--- src/rtl/wdt3_pkg.sv ---
package wdt3_pkg;

    // Escalation stage reached; the numeric order is the escalation order.
    typedef enum logic [1:0] {
        ST_RUN = 2'd0,
        ST_IRQ = 2'd1,
        ST_NMI = 2'd2,
        ST_RST = 2'd3
    } stage_e;

    // Highest stage a mode permits equals its numeric value.
    typedef enum logic [1:0] {
        MODE_OFF     = 2'd0,
        MODE_IRQ     = 2'd1,
        MODE_IRQ_NMI = 2'd2,
        MODE_FULL    = 2'd3
    } mode_e;

endpackage

--- src/rtl/wdt3_prescaler.sv ---
module wdt3_prescaler #(
    parameter int DIVISOR = 256,
    localparam int PW = $clog2(DIVISOR)
) (
    input  logic clk,
    input  logic rst_n,
    input  logic run_i,
    input  logic restart_i,
    output logic tick_o
);

    typedef struct packed {
        logic [PW-1:0] pre;
    } pre_state_t;

    pre_state_t st_d, st_q;
    logic       at_last;

    assign at_last = (st_q.pre == PW'(DIVISOR - 1));
    assign tick_o  = run_i && at_last && !restart_i;

    always_comb begin
        st_d = st_q;
        if (restart_i || !run_i) begin
            st_d.pre = '0;
        end else if (at_last) begin
            st_d.pre = '0;
        end else begin
            st_d.pre = st_q.pre + PW'(1);
        end
    end

    always_ff @(posedge clk or negedge rst_n) begin
        if (!rst_n) begin
            st_q <= '0;
        end else begin
            st_q <= st_d;
        end
    end

    AST_PRE_RANGE: assert property (@(posedge clk) disable iff (!rst_n)
        32'(st_q.pre) < DIVISOR);
    AST_PRE_RESTART: assert property (@(posedge clk) disable iff (!rst_n)
        restart_i |=> st_q.pre == '0);

endmodule

--- src/rtl/wdt3_decrementer.sv ---
module wdt3_decrementer #(
    parameter int LEN_W = 16,
    parameter int LOW_W = 8,
    localparam int CW = LEN_W + LOW_W
) (
    input  logic             clk,
    input  logic             rst_n,
    input  logic             tick_i,
    input  logic             restart_i,
    input  logic [LEN_W-1:0] load_len_i,
    output logic [CW-1:0]    count_o,
    output logic             expire_o
);

    typedef struct packed {
        logic [CW-1:0] cnt;
    } dec_state_t;

    dec_state_t    st_d, st_q;
    logic [CW-1:0] reload_val;

    assign reload_val = {load_len_i, {LOW_W{1'b0}}};
    assign count_o    = st_q.cnt;

    always_comb begin
        st_d     = st_q;
        expire_o = 1'b0;
        if (restart_i) begin
            st_d.cnt = reload_val;
        end else if (tick_i && st_q.cnt != '0) begin
            if (st_q.cnt == CW'(1)) begin
                expire_o = 1'b1;
                st_d.cnt = reload_val;
            end else begin
                st_d.cnt = st_q.cnt - CW'(1);
            end
        end
    end

    always_ff @(posedge clk or negedge rst_n) begin
        if (!rst_n) begin
            st_q <= '0;
        end else begin
            st_q <= st_d;
        end
    end

    AST_CNT_STEP: assert property (@(posedge clk) disable iff (!rst_n)
        (tick_i && !restart_i && st_q.cnt > CW'(1)) |=> st_q.cnt == $past(st_q.cnt) - CW'(1));
    AST_CNT_HOLD: assert property (@(posedge clk) disable iff (!rst_n)
        (!tick_i && !restart_i) |=> $stable(st_q.cnt));
    AST_RELOAD_LOW_ZERO: assert property (@(posedge clk) disable iff (!rst_n)
        (restart_i || expire_o) |=> st_q.cnt[LOW_W-1:0] == '0);

endmodule

--- src/rtl/wdt3_stage_seq.sv ---
module wdt3_stage_seq
    import wdt3_pkg::*;
(
    input  logic  clk,
    input  logic  rst_n,
    input  logic  restart_i,
    input  logic  expire_i,
    input  mode_e mode_i,
    output logic  irq_o,
    output logic  nmi_o,
    output logic  srst_o
);

    typedef struct packed {
        stage_e stage;
    } seq_state_t;

    seq_state_t st_d, st_q;
    logic [2:0] level;

    always_comb begin
        st_d = st_q;
        if (restart_i) begin
            st_d.stage = ST_RUN;
        end else if (expire_i && (2'(st_q.stage) < 2'(mode_i))) begin
            st_d.stage = stage_e'(2'(st_q.stage) + 2'd1);
        end
    end

    always_ff @(posedge clk or negedge rst_n) begin
        if (!rst_n) begin
            st_q <= '{stage: ST_RUN};
        end else begin
            st_q <= st_d;
        end
    end

    // Output i is high once stage i+1 has been reached.
    for (genvar gi = 0; gi < 3; gi++) begin : g_level
        assign level[gi] = (2'(st_q.stage) > 2'(gi));
    end

    assign irq_o  = level[0];
    assign nmi_o  = level[1];
    assign srst_o = level[2];

    AST_STAGE_CAP: assert property (@(posedge clk) disable iff (!rst_n)
        2'(st_q.stage) <= 2'(mode_i));
    AST_STAGE_STEP: assert property (@(posedge clk) disable iff (!rst_n)
        (st_q.stage != $past(st_q.stage)) |->
            (st_q.stage == ST_RUN || 2'(st_q.stage) == 2'($past(st_q.stage)) + 2'd1));
    AST_POKE_WINS: assert property (@(posedge clk) disable iff (!rst_n)
        restart_i |=> st_q.stage == ST_RUN);
    AST_LEVEL_HOLD: assert property (@(posedge clk) disable iff (!rst_n)
        (!restart_i && !expire_i) |=> $stable(st_q.stage));

endmodule

--- src/rtl/wdt3_core.sv ---
module wdt3_core
    import wdt3_pkg::*;
#(
    parameter int DIVISOR = 256,
    parameter int LEN_W   = 16,
    parameter int LOW_W   = 8,
    localparam int CW     = LEN_W + LOW_W
) (
    input  logic             clk,
    input  logic             rst_n,
    input  logic             cfg_wr_i,
    input  logic [LEN_W-1:0] cfg_len_i,
    input  logic [1:0]       cfg_mode_i,
    input  logic             poke_i,
    output logic [CW-1:0]    count_o,
    output logic             irq_o,
    output logic             nmi_o,
    output logic             srst_o
);

    typedef struct packed {
        logic [LEN_W-1:0] len;
        mode_e            mode;
    } cfg_state_t;

    cfg_state_t       cfg_d, cfg_q;
    logic             run;
    logic             restart;
    logic             tick;
    logic             expire;
    logic [LEN_W-1:0] load_len;

    always_comb begin
        cfg_d = cfg_q;
        if (cfg_wr_i) begin
            cfg_d.len  = cfg_len_i;
            cfg_d.mode = mode_e'(cfg_mode_i);
        end
    end

    always_ff @(posedge clk or negedge rst_n) begin
        if (!rst_n) begin
            cfg_q <= '{len: '0, mode: MODE_OFF};
        end else begin
            cfg_q <= cfg_d;
        end
    end

    assign run      = (cfg_q.mode != MODE_OFF) && (cfg_q.len != '0);
    assign restart  = cfg_wr_i || poke_i;
    assign load_len = cfg_wr_i ? cfg_len_i : cfg_q.len;

    wdt3_prescaler #(
        .DIVISOR (DIVISOR)
    ) u_pre (
        .clk       (clk),
        .rst_n     (rst_n),
        .run_i     (run),
        .restart_i (restart),
        .tick_o    (tick)
    );

    wdt3_decrementer #(
        .LEN_W (LEN_W),
        .LOW_W (LOW_W)
    ) u_dec (
        .clk        (clk),
        .rst_n      (rst_n),
        .tick_i     (tick),
        .restart_i  (restart),
        .load_len_i (load_len),
        .count_o    (count_o),
        .expire_o   (expire)
    );

    wdt3_stage_seq u_seq (
        .clk       (clk),
        .rst_n     (rst_n),
        .restart_i (restart),
        .expire_i  (expire),
        .mode_i    (cfg_q.mode),
        .irq_o     (irq_o),
        .nmi_o     (nmi_o),
        .srst_o    (srst_o)
    );

    AST_CFG_LOAD: assert property (@(posedge clk) disable iff (!rst_n)
        cfg_wr_i |=> count_o == {$past(cfg_len_i), {LOW_W{1'b0}}});
    AST_POKE_RELOAD: assert property (@(posedge clk) disable iff (!rst_n)
        (poke_i && !cfg_wr_i) |=> (count_o == {$past(cfg_q.len), {LOW_W{1'b0}}} && !irq_o));
    AST_OFF_QUIET: assert property (@(posedge clk) disable iff (!rst_n)
        (cfg_q.mode == MODE_OFF) |-> !irq_o);

endmodule

--- config.mk ---
export PLATFORM = sky130hd
export DESIGN_NAME = wdt3_core
export DESIGN_NICKNAME = d
export VERILOG_FILES = /design/src/rtl/wdt3_pkg.sv /design/src/rtl/wdt3_prescaler.sv /design/src/rtl/wdt3_decrementer.sv /design/src/rtl/wdt3_stage_seq.sv /design/src/rtl/wdt3_core.sv
export SDC_FILE = /design/constraint.sdc
export NUM_CORES = 1
export LEC_CHECK = 0
export BUFFER_PORTS_ARGS = -buffer_cell sky130_fd_sc_hd__clkbuf_2
export CORE_MARGIN = 3
export CORE_UTILIZATION = 49
export DETAILED_ROUTE_END_ITERATION = 8
export GPL_ROUTABILITY_DRIVEN = 0
export PLACE_DENSITY = 0.79
export SLEW_MARGIN = 25
export SYNTH_ARGS = -nofsm -noshare
export SYNTH_HDL_FRONTEND = slang
export SYNTH_SLANG_ARGS = --single-unit
--- constraint.sdc ---
create_clock -name clk -period 2.8 [get_ports clk]
set_input_delay 0.56 -clock clk [delete_from_list [all_inputs] [get_ports clk]]
set_output_delay 0.56 -clock clk [all_outputs]
set_load 0.03 [all_outputs]
# Word-level counts from Yosys, hierarchy flattened
# Index checks and enable logic that the tools add are counted.
dict set report totals {
  register_bits 52
  latch_bits 0
  ramBits 0
  mem_bits_ro 0
  in_bits 22
  wordCells 39
  memories 0
}
dict set report classes {
  n_addsub 3
  mul 0
  div_mod_pow 0
  magnitude_cmp 4
  eq_ne 2
  shifts 0
  n_mux 11
  bitwise 0
  reduce_logical 14
}
# cell n
set op_table {}
lappend op_table {{24-bit 2-to-1 mux} 3}
lappend op_table {{24-bit by 1-bit == test with 1-bit output, second input constant} 1}
lappend op_table {{24-bit nonzero test} 1}
lappend op_table {{24-bit by 1-bit subtractor with 24-bit output, second input constant} 1}
lappend op_table {{16-bit 2-to-1 mux} 1}
lappend op_table {{8-bit 2-to-1 mux} 2}
lappend op_table {{16-bit nonzero test} 1}
lappend op_table {{8-bit by 1-bit adder with 8-bit output, second input constant} 1}
lappend op_table {{8-bit == test, second input constant} 1}
lappend op_table {{2-bit nonzero test} 3}
lappend op_table {{1-bit logical AND} 5}
lappend op_table {{2-bit by 1-bit greater-than comparator with 1-bit output, second input constant} 2}
lappend op_table {{2-bit 2-to-1 mux} 2}
lappend op_table {{1-bit 2-to-1 mux} 3}
lappend op_table {{2-bit by 1-bit adder with 2-bit output, second input constant} 1}
lappend op_table {{2-bit greater-than comparator, second input constant} 1}
lappend op_table {{1-bit logical NOT} 2}
lappend op_table {{1-bit logical OR} 2}
lappend op_table {{2-bit less-than comparator} 1}

# Longest topological paths before layout
dict set report logic_depth {
  depth_word 10
  ltp_mapped 8
  depth_no_buf 7
}

# Modules after synthesis
# From an unflattened synthesis, not the netlist that was laid out.
dict set report hier_totals {
  cells_unflattened 297
  hier_area_um2 3015.4
}
# mod instances cells_each area_each_um2 seq_area_each_um2
set modules_own_cells {}
lappend modules_own_cells {wdt3_decrementer 1 192 1659.1 600.6}
lappend modules_own_cells {wdt3_core 1 45 762.0 450.4}
lappend modules_own_cells {wdt3_prescaler 1 40 394.1 200.2}
lappend modules_own_cells {wdt3_stage_seq 1 20 200.2 50.0}

# Least setup slack after synthesis
# OpenSTA, ideal clock, no wires.
dict set report synth_path {
  kind {register to register}
  start {register u_dec.st_q, in the netlist u_dec.count_o[1]}
  end {register u_dec.st_q, in the netlist u_dec.count_o[10]}
  setup_time_ps 129
  arrival_ps 2201
  t_required_ps 2671
  setup_slack_ps 471
  stages_incl_launch_ff 8
  path_buffers 0
  period_less_slack_ps 2329
  cell_sequence {dfrtp_1 > inv_1 > ha_1 > or3b_2 > or3_4 > or3_1 > mux2i_1 > a22oi_1}
}
dict set report synth_via {
  elab_chain_len 4
}
# element line_no
set synth_rtl {}
lappend synth_rtl {{start: declaration} wdt3_decrementer.sv:19} ;# dec_state_t st_d, st_q;
lappend synth_rtl {{start signal: assignment} wdt3_decrementer.sv:44} ;# st_q <= st_d;
lappend synth_rtl {{24-bit by 1-bit subtractor with 24-bit output / 24-bit by 1-bit == test with 1-bit output (equally long branches)} {wdt3_decrementer.sv:35, wdt3_decrementer.sv:31}}
lappend synth_rtl {{24-bit 2-to-1 mux} wdt3_decrementer.sv:31} ;# if (st_q.cnt == CW'(1)) begin
lappend synth_rtl {{24-bit 2-to-1 mux} wdt3_decrementer.sv:30} ;# end else if (tick_i && st_q.cnt != '0) begin
lappend synth_rtl {{24-bit 2-to-1 mux} wdt3_decrementer.sv:28} ;# if (restart_i) begin
# Parallel ways exist; a longest one is shown, timed or not. The select of a mux whose other input is x is not followed.
# A chain may end at the register's enable or synchronous reset.

# Final worst setup path
dict set report layout_path {
  start {register u_dec.st_q, in the netlist u_dec.count_o[0]}
  end {register u_dec.st_q, in the netlist u_dec.count_o[20]}
}
# The elaborated chain is that of the path after synthesis.

==> flow_summary.yaml <==
logic_synthesis:
  synth_cell_types: 47
  synth_cells: 302
  synth_seq_cells: 52
  synthArstFlopShare: 1.00
  synth_xor_area_frac: 0.0173
  synth_edf_count: 0
  synthFlopType: "dfrtp_1"
  synth_area_um2: 3040
  synth_top_family_by_area: "simple AND/OR/NAND/NOR gates"
  synth_nets: 332
  ys_warn_count: 0
  synthMuxAreaShare: 0.117
  yosysSeqAreaShare: 0.428
  synth_adder_area_share: 0.0329
  avgSynthCellArea_um2: 10.1
  synth_compound_area_frac: 0.140
  synthSimpleGateAreaFrac: 0.211
cts:
  clkTransAtPathRegs_ps: 100
  cts.sinks: 52
  post_cts_resized: 0
  cts_tree: "built"
  cts_setup_buffers: 0
  cts_buffers: 5
  clk-insertion-delay-late_ps: 310
  root_buffer: "clkbuf_8"
  htreeDepth: 2
  cts_buffer_depth: 2
  holdBufCountCts: 0
critical_path:
  slowest_stage: "or3b_2"
  cp-end-kind: "flop"
  crit_type: "flop to flop"
  path_max_fanout: 7
  cp_slowest_stage_delay_ps: 510
  crit_arrival_ps: 2550
  cp.required_ps: 3000
  path_cells: "inv_1 > ha_1 > or3b_2 > nor3_2 > nand4_1 > mux2_2 > o22a_1"
  start_kind: "flop"
floorplanning:
  ios: 49
  die_h_um: 84.8
  coreArea_um2: 5960
  die_x_um: 84.8
  dieArea_um2: 7190
  start_util: 0.511
  fp-row-count: 28
route:
  drt_pass1_iterations: 5
  met2_wirelength_um: 3530
  route.final.wire_length_um: 7360
  antenna_left: 0
  top_layer: "met4"
  first_iter_violations: 185
  route.met3.wl_um: 383
  vias_per_cell: 5.97
  drc: 0
  routedWlPerCell_um: 17.1
  wl_met1_um: 3390
  vias: 2567
status:
  outcome: "finished, final reports clean"
timing:
  fin_setup_tns_ps: 0
  drv_slew: 0
  finalCritPeriodShare: 0.838
  final-setup-viol-count: 0
  rsz0062_at_grt: "no"
  hold_violations: 0
  fin_crit_ps: 2350
  skew_ps: 8.48
  tightest_slew_ps: 627
  relSlewSlack: 0.582
  holdWs_ps: 252
  max_freq_mhz: 426
global_route:
  antenna_found_initial: 0
  grt_pass1_vias: 2458
  grt_pass1_wl_um: 12300
  track_usage: 0.210
  grt_overflow: 0
  grt_max_degree: 26
pwr:
  power_density_nw_per_um2: 496
  p_leak_nw: 1.56
  ir_drop_mv: 0.257
cells_and_area:
  n_antenna_cell: 0
  nets: 384
  final_cell_mix: "52 x dfrtp_1, 48 x clkbuf_2, 23 x inv_1"
  final_cells: 430
  final_common_cell: "dfrtp_1"
  drive_gt1_frac: 0.296
  area_growth_pct: 14.7
placed_design:
  hpwl_um: 5430
  placed_cells: 422
  portBuffers: 48
job:
  cap_violations: 0
worst_hold_path:
  hp-class: "input pin to async pin"
[layer usage]
| metal | global-route usage | vias up |
|---|---|---|
| met5 | 0 | - |
| met4 | 0.0403 | 0 |
| met3 | 0.0363 | 6 |
| met2 | 0.340 | 86 |
| met1 | 0.299 | 1254 |
| li1 | - | 1221 |
[Yosys cell counts, types with 7 or more instances]
library cell / instances / area [um^2]
ha_1: 8 / 100
nor4_1: 7 / 43.8
a22oi_1: 21 / 158
and3_1: 7 / 43.8
nand3_1: 17 / 85.1
or3_1: 10 / 62.6
mux2i_1: 12 / 120
inv_1: 23 / 86.3
nand2_1: 13 / 48.8
dfrtp_1: 52 / 1300
mux2_2: 21 / 236
nor2_1: 18 / 67.6
o22ai_1: 14 / 87.6
[cell type report]
type,instances,area [um^2]
flip-flops and latches,52,1300
fillers,526,2470
clock inverters,2,15.0
multi-input cells,212,1580
inverters,23,86.3
clock buffers,6,82.6
well taps,75,93.8
repair buffers,60,330
[through the flow]
stage	power [mW]	setup slack [ps]	utilization	instance area (um^2)
after floorplan	1.15	471	-	3040
after global placement	1.28	518	0.569	3390
after detailed placement	1.29	463	0.569	3390
after CTS	1.74	455	0.586	3490
after global routing	1.82	279	0.586	3490
final	1.73	455	0.586	3490
[final timing paths]
check	startpoint	to	slack (ps)	depth (start not counted)
min in group clk	cfg_mode_i[1]	cfg_q[1]	450	3
worst min register to register	u_pre.st_q[0]	u_pre.st_q[0]	490	1
max in group asynchronous	rst_n	u_dec.count_o[23]	1900	2
worst min-delay path	rst_n	cfg_q[7]	250	1
worst max register to register	u_dec.count_o[0]	u_dec.count_o[20]	450	7
worst max-delay path	u_dec.count_o[0]	u_dec.count_o[20]	450	7
[sequential cells by signal, indices dropped and copies added (netlist names)]
name	count
u_dec.count_o	24
u_pre.st_q	8
u_seq.st_q	2
cfg_q	18
[cells by family after synthesis]
logic type / after synthesis
muxes: 33
AOI/OAI and AO/OA: 57
DFF: 52
buffers and inverters: 38
and+or+nand+nor: 108
xor gates and xnor gates: 6
adders and majority gates: 8
[worst max-delay path: cells and delay by family, from the launching register on]
| kind | cells | cell delay (ps) |
|---|---|---|
| DFF | 1 | 460 |
| AOI/OAI and AO/OA | 1 | 190 |
| and+or+nand+nor | 3 | 950 |
| muxes | 1 | 300 |
| buffers and inverters | 1 | 110 |
| adders and majority gates | 1 | 230 |
[report_power, final]
part	total, mW	switching, mW	internal (mW)
combinational	0.390	0.239	0.150
sequential	0.886	0.0730	0.813
clock	0.455	0.254	0.201
total	1.73	0.567	1.16
Power figures use the tool's default switching activity.
